`src/rtl/sdram_cmd_pkg.sv`:
```
package sdram_cmd_pkg;

  typedef enum logic [2:0] {
    OP_NOP   = 3'd0,
    OP_ACT   = 3'd1,
    OP_RD    = 3'd2,
    OP_WR    = 3'd3,
    OP_PRE   = 3'd4,
    OP_REF   = 3'd5,
    OP_SREF  = 3'd6,
    OP_SREX  = 3'd7
  } req_op_e;

  typedef struct packed {
    logic cs_n;
    logic ras_n;
    logic cas_n;
    logic we_n;
  } strobe_t;

  localparam strobe_t STB_IDLE = '{cs_n: 1'b1, ras_n: 1'b1, cas_n: 1'b1, we_n: 1'b1};

  // Strobe pattern for a request code; idle/exit codes deselect the device.
  function automatic strobe_t strobes_for(input req_op_e op);
    strobe_t s;
    s = STB_IDLE;
    unique case (op)
      OP_ACT:  s = '{1'b0, 1'b0, 1'b1, 1'b1};
      OP_RD:   s = '{1'b0, 1'b1, 1'b0, 1'b1};
      OP_WR:   s = '{1'b0, 1'b1, 1'b0, 1'b0};
      OP_PRE:  s = '{1'b0, 1'b0, 1'b1, 1'b0};
      OP_REF,
      OP_SREF: s = '{1'b0, 1'b0, 1'b0, 1'b1};
      default: s = STB_IDLE;
    endcase
    return s;
  endfunction

  function automatic logic op_is_burst(input req_op_e op);
    return (op == OP_RD) || (op == OP_WR);
  endfunction

endpackage

```
`src/rtl/sdram_addr_mux.sv`:
```
module sdram_addr_mux
  import sdram_cmd_pkg::*;
#(
  parameter int ADDR_W = 13,
  parameter int COL_W  = 9,
  parameter int BANK_W = 2,
  parameter int OPT_BIT = 10
) (
  input  req_op_e             op,
  input  logic [BANK_W-1:0]   bank,
  input  logic [ADDR_W-1:0]   row,
  input  logic [COL_W-1:0]    col,
  input  logic                auto_pre,
  input  logic                all_banks,
  output strobe_t             stb,
  output logic [BANK_W-1:0]   ba,
  output logic [ADDR_W-1:0]   addr
);

  // Column word: column in the low bits, option flag at OPT_BIT, rest zero.
  function automatic logic [ADDR_W-1:0] col_word(input logic [COL_W-1:0] c,
                                                 input logic opt);
    logic [ADDR_W-1:0] w;
    w = '0;
    w[COL_W-1:0] = c;
    w[OPT_BIT] = opt;
    return w;
  endfunction

  function automatic logic [ADDR_W-1:0] opt_word(input logic opt);
    logic [ADDR_W-1:0] w;
    w = '0;
    w[OPT_BIT] = opt;
    return w;
  endfunction

  always_comb begin
    stb  = strobes_for(op);
    ba   = '0;
    addr = '0;
    unique case (op)
      OP_ACT: begin
        ba   = bank;
        addr = row;
      end
      OP_RD, OP_WR: begin
        ba   = bank;
        addr = col_word(col, auto_pre);
      end
      OP_PRE: begin
        ba   = all_banks ? '0 : bank;
        addr = opt_word(all_banks);
      end
      default: begin
        ba   = '0;
        addr = '0;
      end
    endcase
  end

endmodule

```
`src/rtl/sdram_mask_sched.sv`:
```
module sdram_mask_sched #(
  parameter int BYTES   = 2,
  parameter int BURST   = 4,
  parameter int CAS_LAT = 3
) (
  input  logic                    clk,
  input  logic                    rst,
  input  logic                    load,
  input  logic                    load_rd,
  input  logic [BURST*BYTES-1:0]  beat_mask,
  output logic [BYTES-1:0]        dqm,
  output logic                    busy
);

  localparam int RD_OFF  = CAS_LAT - 2;
  localparam int SLOTS   = RD_OFF + BURST;
  localparam int CNT_W   = $clog2(SLOTS + 1);
  localparam int WR_SPAN = BURST;
  localparam int RD_SPAN = SLOTS;

  logic [SLOTS*BYTES-1:0] slot_q, slot_load;
  logic [CNT_W-1:0]       left_q;

  // Place beat k at slot k (write) or slot RD_OFF+k (read).
  always_comb begin
    slot_load = '0;
    for (int k = 0; k < BURST; k++) begin
      if (load_rd)
        slot_load[(RD_OFF+k)*BYTES +: BYTES] = beat_mask[k*BYTES +: BYTES];
      else
        slot_load[k*BYTES +: BYTES] = beat_mask[k*BYTES +: BYTES];
    end
  end

  always_ff @(posedge clk) begin
    if (rst) begin
      slot_q <= '0;
      left_q <= '0;
    end else if (load) begin
      slot_q <= slot_load;
      left_q <= load_rd ? CNT_W'(RD_SPAN - 1) : CNT_W'(WR_SPAN - 1);
    end else begin
      slot_q <= slot_q >> BYTES;
      if (left_q != '0) left_q <= left_q - 1'b1;
    end
  end

  assign dqm  = slot_q[BYTES-1:0];
  assign busy = (left_q != '0);

endmodule

```
`src/rtl/sdram_cke_ctrl.sv`:
```
module sdram_cke_ctrl (
  input  logic clk,
  input  logic rst,
  input  logic enter,
  input  logic leave,
  output logic cke,
  output logic in_sr
);

  always_ff @(posedge clk) begin
    if (rst)        in_sr <= 1'b0;
    else if (enter) in_sr <= 1'b1;
    else if (leave) in_sr <= 1'b0;
  end

  assign cke = ~in_sr;

endmodule

```
`src/rtl/sdram_cmd_issuer.sv`:
```
module sdram_cmd_issuer
  import sdram_cmd_pkg::*;
#(
  parameter int ADDR_W  = 13,
  parameter int COL_W   = 9,
  parameter int BANK_W  = 2,
  parameter int OPT_BIT = 10,
  parameter int BYTES   = 2,
  parameter int BURST   = 4,
  parameter int CAS_LAT = 3
) (
  input  logic                    clk,
  input  logic                    rst,
  input  logic                    req_valid,
  output logic                    req_ready,
  input  logic [2:0]              req_op,
  input  logic [BANK_W-1:0]       req_bank,
  input  logic [ADDR_W-1:0]       req_row,
  input  logic [COL_W-1:0]        req_col,
  input  logic                    req_auto_pre,
  input  logic                    req_all_banks,
  input  logic [BURST*BYTES-1:0]  req_mask,
  output logic                    sd_cke,
  output logic                    sd_cs_n,
  output logic                    sd_ras_n,
  output logic                    sd_cas_n,
  output logic                    sd_we_n,
  output logic [BANK_W-1:0]       sd_ba,
  output logic [ADDR_W-1:0]       sd_addr,
  output logic [BYTES-1:0]        sd_dqm
);

  req_op_e            op;
  strobe_t            mux_stb, pin_stb;
  logic [BANK_W-1:0]  mux_ba;
  logic [ADDR_W-1:0]  mux_addr;
  logic               mask_busy, in_sr;
  logic               accept, acc_burst, acc_rd, acc_sref, acc_srex;

  assign op = req_op_e'(req_op);

  // Self-refresh admits only its exit; otherwise wait for mask drain.
  assign req_ready = in_sr ? (op == OP_SREX) : ~mask_busy;
  assign accept    = req_valid & req_ready;
  assign acc_burst = accept & op_is_burst(op);
  assign acc_rd    = accept & (op == OP_RD);
  assign acc_sref  = accept & (op == OP_SREF);
  assign acc_srex  = accept & (op == OP_SREX) & in_sr;

  sdram_addr_mux #(
    .ADDR_W(ADDR_W), .COL_W(COL_W), .BANK_W(BANK_W), .OPT_BIT(OPT_BIT)
  ) u_mux (
    .op(op), .bank(req_bank), .row(req_row), .col(req_col),
    .auto_pre(req_auto_pre), .all_banks(req_all_banks),
    .stb(mux_stb), .ba(mux_ba), .addr(mux_addr)
  );

  sdram_mask_sched #(
    .BYTES(BYTES), .BURST(BURST), .CAS_LAT(CAS_LAT)
  ) u_mask (
    .clk(clk), .rst(rst), .load(acc_burst), .load_rd(acc_rd),
    .beat_mask(req_mask), .dqm(sd_dqm), .busy(mask_busy)
  );

  sdram_cke_ctrl u_cke (
    .clk(clk), .rst(rst), .enter(acc_sref), .leave(acc_srex),
    .cke(sd_cke), .in_sr(in_sr)
  );

  always_ff @(posedge clk) begin
    if (rst) begin
      pin_stb <= STB_IDLE;
      sd_ba   <= '0;
      sd_addr <= '0;
    end else if (accept) begin
      pin_stb <= mux_stb;
      sd_ba   <= mux_ba;
      sd_addr <= mux_addr;
    end else begin
      pin_stb <= STB_IDLE;
      sd_ba   <= '0;
      sd_addr <= '0;
    end
  end

  assign sd_cs_n  = pin_stb.cs_n;
  assign sd_ras_n = pin_stb.ras_n;
  assign sd_cas_n = pin_stb.cas_n;
  assign sd_we_n  = pin_stb.we_n;

endmodule

```
`config.mk`:
```
export PLATFORM = sky130hd
export DESIGN_NAME = sdram_cmd_issuer
export DESIGN_NICKNAME = d
export VERILOG_FILES = /design/src/rtl/sdram_cmd_pkg.sv /design/src/rtl/sdram_addr_mux.sv /design/src/rtl/sdram_mask_sched.sv /design/src/rtl/sdram_cke_ctrl.sv /design/src/rtl/sdram_cmd_issuer.sv
export SDC_FILE = /design/constraint.sdc
export NUM_CORES = 1
export LEC_CHECK = 0
export BUFFER_PORTS_ARGS = -buffer_cell sky130_fd_sc_hd__buf_2
export CORE_ASPECT_RATIO = 0.8
export CORE_MARGIN = 3
export CORE_UTILIZATION = 53
export CTS_BUF_LIST = sky130_fd_sc_hd__clkbuf_16
export CTS_CLUSTER_DIAMETER = 200
export DETAILED_ROUTE_END_ITERATION = 16
export PLACE_DENSITY = 0.8
export SLEW_MARGIN = 20
export SYNTH_ARGS = -nofsm -noshare
export SYNTH_HDL_FRONTEND = slang
export SYNTH_HIERARCHICAL = 1
export SYNTH_SLANG_ARGS = --single-unit
```
`constraint.sdc`:
```
create_clock -name clk -period 5.8 [get_ports clk]
set_input_delay 0 -clock clk [delete_from_list [all_inputs] [get_ports clk]]
set_output_delay 0 -clock clk [all_outputs]
set_load 0.02 [all_outputs]
```
# Yosys cells after proc, flatten, opt, wreduce, memory -nomap -nowiden
# Cells that the tools add are included.
[classes]
n_addsub = 1
n_eq_ne = 7
n_mux = 15
bitwise_logic = 11
n_reduce_logical = 9
[ops]
columns = ["operator", "n"]
rows = [
  ["$pmux W13 S3", 1],
  ["$pmux W4 S5", 1],
  ["$eq A3 B3 Y1 const B", 4],
  ["$mux W2", 5],
  ["$mux W3", 3],
  ["$mux W8", 1],
  ["$and A1 B1 Y1", 6],
  ["$eq A3 B2 Y1 const B", 2],
  ["$reduce_or A2 Y1", 3],
  ["$reduce_or A3 Y1", 2],
  ["$not A1 Y1", 5],
  ["$pmux W2 S2", 1],
  ["$reduce_bool A2 Y1", 2],
  ["$eq A3 B1 Y1 const B", 1],
  ["$mux W1", 3],
  ["$reduce_bool A3 Y1", 1],
  ["$sub A3 B1 Y3 const B", 1],
  ["$logic_or A1 B1 Y1", 1],
]
[totals]
reg_bits = 33
in_bits = 40
out_inout_bits = 23
wordCells = 53

# Logic depth before layout (Yosys ltp)
[logic_depth]
ltp_word = 8
ltp_mapped = 10
ltp_nobuf = 8

# Modules after synthesis
# The synthesis kept the hierarchy.
[by_module_without_submodules]
columns = ["module", "instances", "cells_each", "area_each_um2", "seq_area_each_um2"]
rows = [
  ["sdram_cmd_issuer", 1, 74, 773.2, 380.4],
  ["sdram_mask_sched", 1, 63, 616.8, 260.2],
  ["sdram_addr_mux", 1, 55, 340.3, 0.0],
  ["sdram_cke_ctrl", 1, 5, 42.5, 20.0],
]

# Worst setup path after synthesis
# OpenSTA, ideal clock, no wires.
[synth_timing]
path_type = "register to register"
start = "register u_mask.left_q[0]"
end = "register u_mask.slot_q[3]"
setup_time_ns = 0.086
arrival_ns = 1.796
t_required_ns = 5.714
path_slack_ns = 3.918
stages_incl_launch_ff = 10
path_buffers = 2
synth_period_minus_slack_ns = 1.882
path_cell_list = "dfxtp_1 inv_1 ha_1 nand2b_4 or2_1 buf_6 nor3_1 buf_2 nor2_1 a211oi_1"
[synth_between]
elab_cells_between_ends = 8
cone_classes = "mux (3); bitwise (4); reduce/logical (1)"
[synth_rtl]
columns = ["element", "line_no", "rtl"]
rows = [
  ["start: declaration", "sdram_mask_sched.sv:22", "logic [CNT_W-1:0] left_q;"],
  ["start signal: assignment", "sdram_mask_sched.sv:41", "left_q <= load_rd ? CNT_W'(RD_SPAN - 1) : CNT_W'(WR_SPAN - 1);"],
  ["start signal: assignment", "sdram_mask_sched.sv:44", "if (left_q != '0) left_q <= left_q - 1'b1;"],
  ["$reduce_bool A3 Y1", "sdram_mask_sched.sv:49", "assign busy = (left_q != '0);"],
  ["via mask_busy", "sdram_cmd_issuer.sv:37", "logic mask_busy, in_sr;"],
  ["$not A1 Y1", "sdram_cmd_issuer.sv:43", "assign req_ready = in_sr ? (op == OP_SREX) : ~mask_busy;"],
  ["$mux W1", "sdram_cmd_issuer.sv:43", ""],
  ["$and A1 B1 Y1", "sdram_cmd_issuer.sv:44", "assign accept = req_valid & req_ready;"],
  ["$and A1 B1 Y1", "sdram_cmd_issuer.sv:45", "assign acc_burst = accept & op_is_burst(op);"],
  ["via acc_burst", "sdram_cmd_issuer.sv:38", "logic accept, acc_burst, acc_rd, acc_sref, acc_srex;"],
  ["$mux W8", "sdram_mask_sched.sv:39", "end else if (load) begin"],
  ["end signal: assignment", "sdram_mask_sched.sv:40", "slot_q <= slot_load;"],
  ["end signal: assignment", "sdram_mask_sched.sv:43", "slot_q <= slot_q >> BYTES;"],
  ["end: declaration", "sdram_mask_sched.sv:21", "logic [SLOTS*BYTES-1:0] slot_q, slot_load;"],
]
# The timed path passes the listed nets, and every way through them passes these cells.
# A chain may end at the register's enable or synchronous reset.

# Final worst setup path
[layout_timing]
start = "register u_mask.left_q[0]"
end = "register u_mask.slot_q[5]"
[layout_between]
elab_chain_len = 7
elab_cells_between_ends = 8
cone_classes = "mux (3); bitwise (4); reduce/logical (1)"
[layout_rtl]
columns = ["element", "line_no", "rtl"]
rows = [
  ["$reduce_bool A3 Y1", "sdram_mask_sched.sv:49", ""],
  ["via mask_busy", "sdram_cmd_issuer.sv:37", ""],
  ["$not A1 Y1", "sdram_cmd_issuer.sv:43", ""],
  ["$mux W1", "sdram_cmd_issuer.sv:43", ""],
  ["$and A1 B1 Y1", "sdram_cmd_issuer.sv:44", ""],
  ["$and A1 B1 Y1", "sdram_cmd_issuer.sv:46", "assign acc_rd = accept & (op == OP_RD);"],
  ["via acc_rd", "sdram_cmd_issuer.sv:38", ""],
  ["$mux W2", "sdram_mask_sched.sv:28", "if (load_rd)"],
  ["$mux W8", "sdram_mask_sched.sv:39", ""],
]
# The timed path passes the listed nets, and every way through them passes these cells.

==> impl_metrics.ini <==
[run_status]
outcome = finished, final reports clean

[synthesis]
ys.flop_type = dfxtp_1
ys_ff_latch = 33
yosysSeqAreaShare_pct = 37.3
yosysTopAreaCell = dfxtp_1
synth_edf_count = 0
ys_types = 41
netlist_area_um2 = 1770
async_reset_ff_share_pct = 0
syn_avg_cell_area_um2 = 9.00
synth_fp_nets = 239
yosysWarnings = 6
netlist_instances = 197
synth_top_area_share_pct = 37.3
synth_area_leaders = dfxtp_1 37%, nand3b_1 11%, a21oi_1 5.1%

[critical_path]
path_max_fanout = 19
endpoint_kind = register
r2r_cells = 7
crit_cells = 7
path_class = register to register
critPathArrivalTime_ns = 2.82
crit_start = u_mask/left_q[0]
ff2ff_setup_slack_ns = 3.14
start_kind = register
path_buf_inv = 1
r2r_start = u_mask/left_q[0]
reg2reg_to = u_mask/slot_q[5]
endpoint = u_mask/slot_q[5]
crit_family = simple AND/OR/NAND/NOR gates
slowest_delay_ns = 0.73
cp_slowest_cell = nor4_4
crit_required_ns = 5.97
path_cells = inv_1 -> ha_1 -> nand2b_4 -> or2_1 -> nor4_4 -> mux2i_1 -> a211oi_1

[sta]
min_period_ns = 2.66
holdWs_ns = 0.0217
fin_setup_tns_ns = 0
hold_violations = 0
setup_ws_ns = 3.14
period_share_pct = 45.8
max_freq_mhz = 376
slew_headroom_pct = 32.0
fin_worst_skew_ns = 0.00361
worst_pin_slew_ns = 1.02
finalSetupViolCount = 0
drv_slew = 0
rsz0062_at_grt = false

[layout]
fin_nets = 291
finalNonFillerCells = 290
finalInstanceArea_um2 = 2170
fin_util_pct = 68.8
drive_gt1_share_pct = 34.8
syn2layout_area_growth_pct = 22.4
diodes = 0

[detailed_routing]
vias_per_cell = 5.46
routed_wl_um = 4090
routedWlPerCell_um = 14.1
num_vias = 1583
drt_iter0_markers = 131
drc = 0
dr.pass1.iters = 4
antenna_left = 0

[grt]
grt_pass1_vias = 1379
antenna_found_initial = 0
grt_overflow_total = 0
track_usage_pct = 20.5
grt_max_degree = 34
grt_pass1_wl_um = 6550

[clock_network]
clk_latency_ns = 0.27
numClockSinks = 33
clk_path_buf_depth = 2
htree_levels = 2
cts_made_buffers = 5
cts_tree = done
cts-resized-gates = 0
root_buffer = clkbuf_16
clk_pin_slew_ns = 0.05

[floorplan]
die-area_um2 = 4080
num_rows = 18
start_util_pct = 56.2
die_x_um = 70.7
die_h_um = 57.7
core_area_um2 = 3150
ios = 63

[placement]
dp.final_hpwl_um = 2570
dp_cells = 280
dpl_cell_area_um2 = 2000
place.gp.congestion = 0.731
dpl_worst_slack_ns = 2.97
io_buffers = 62

[hold_path]
hold_class = input pin to register

[power_and_ir_drop]
p_per_area_nw_per_um2 = 342
ir_drop_v = 0.000252
leakagePower_nw = 0.882
finalPower_mw = 0.743

[job]
cap_violations = 0
how the worst min path moves through the flow:
stage	from	end	slack (ns)	depth (start not counted)
finish	req_mask[7]	u_mask/slot_q[9]	0.02	2
global route	req_mask[7]	u_mask/slot_q[9]	0.03	2
CTS	req_mask[7]	u_mask/slot_q[9]	0.02	2
detailed placement	req_mask[0]	u_mask/slot_q[0]	0.26	3
global placement	req_mask[1]	u_mask/slot_q[1]	0.25	3
floorplan	rst	u_cke/in_sr	0.06	1
what timing repair did:
item	4_1_cts	5_1_grt
endpoints found under the hold margin	2	0
hold buffers	2	0
setup buffers	0	0
endpoints found under the setup margin	0	0
placed cells by master (no fill, tap or decap), drive strengths merged, types with 2 or more instances in the layout:
| cell | instances |
|---|---|
| clkbuf | 5 |
| a211oi | 7 |
| nand2b | 4 |
| or3 | 2 |
| inv | 5 |
| nand2 | 15 |
| dlygate4sd3 | 2 |
| clkinv | 3 |
| nand3 | 2 |
| nor2 | 16 |
| nand3b | 25 |
| o211ai | 4 |
| buf | 62 |
| nor2b | 4 |
| mux2i | 6 |
| nor3b | 4 |
| a21oi | 28 |
| nor3 | 2 |
| dfxtp | 33 |
| ha | 2 |
| a21boi | 2 |
| and4b | 2 |
per-layer routing:
layer  vias up  wire length (um)  global-route usage [%]  share of wire, %
li1        801                 -                       -                 -
met1       709              1870                    27.8                46
met2        62              1850                    30.3                45
met3        11               287                    7.45               7.0
met4         0                81                    7.24               2.0
met5         -                 0                       0                 0
final cells by class:
| class | instances | area [um2] |
|---|---|---|
| Sequential cell | 33 | 661 |
| Timing Repair Buffer | 64 | 330 |
| Clock inverter | 3 | 12.5 |
| Multi-Input combinational cell | 140 | 973 |
| Clock buffer | 5 | 125 |
| Fill cell | 268 | 982 |
| Inverter | 5 | 18.8 |
| Tap cell | 40 | 50.0 |
worst register-to-register path, cell delays in order (launching register included):
cell	delay (ns)
dfxtp_1	0.31
inv_1	0.09
ha_1	0.23
nand2b_4	0.08
or2_1	0.60
nor4_4	0.74
mux2i_1	0.19
a211oi_1	0.33
sequential cells by signal, summed over array words and instances (netlist names):
| name | cells |
|---|---|
| u_cke/in_sr | 1 |
| sd_addr | 13 |
| sd_ras_n | 1 |
| sd_cs_n | 1 |
| u_mask/left_q | 3 |
| u_mask/slot_q | 10 |
| sd_we_n | 1 |
| sd_cas_n | 1 |
| sd_ba | 2 |
Yosys cell counts, types with 2 or more instances:
cell	count
dfxtp_1	33
nand3b_1	25
a21oi_1	18
nor2_1	16
nand2_1	15
a21oi_2	10
a211oi_1	7
buf_6	6
mux2i_1	6
buf_2	5
inv_1	5
clkbuf_1	4
nor2b_1	4
nor3b_1	4
o211ai_1	4
nand2b_1	3
a21boi_2	2
and4b_1	2
buf_4	2
ha_1	2
nand3_1	2
nor3_1	2
or3_1	2
power by group:
part | switching [mW] | internal, mW
sequential | 0.00937 | 0.250
clock | 0.0881 | 0.155
combinational | 0.154 | 0.0872
kinds of logic after synthesis:
logic type | after synthesis | share of synthesized area, %
AND/OR/NAND/NOR | 84 | 30.1
AO/OA/AOI/OAI | 47 | 18.4
flip-flops | 33 | 37.3
buffers and inverters | 24 | 8.96
multiplexers | 6 | 3.39
adder cells (fa/ha/maj) | 2 | 1.41
XOR/XNOR | 1 | 0.494
Power figures use the tool's default switching activity.
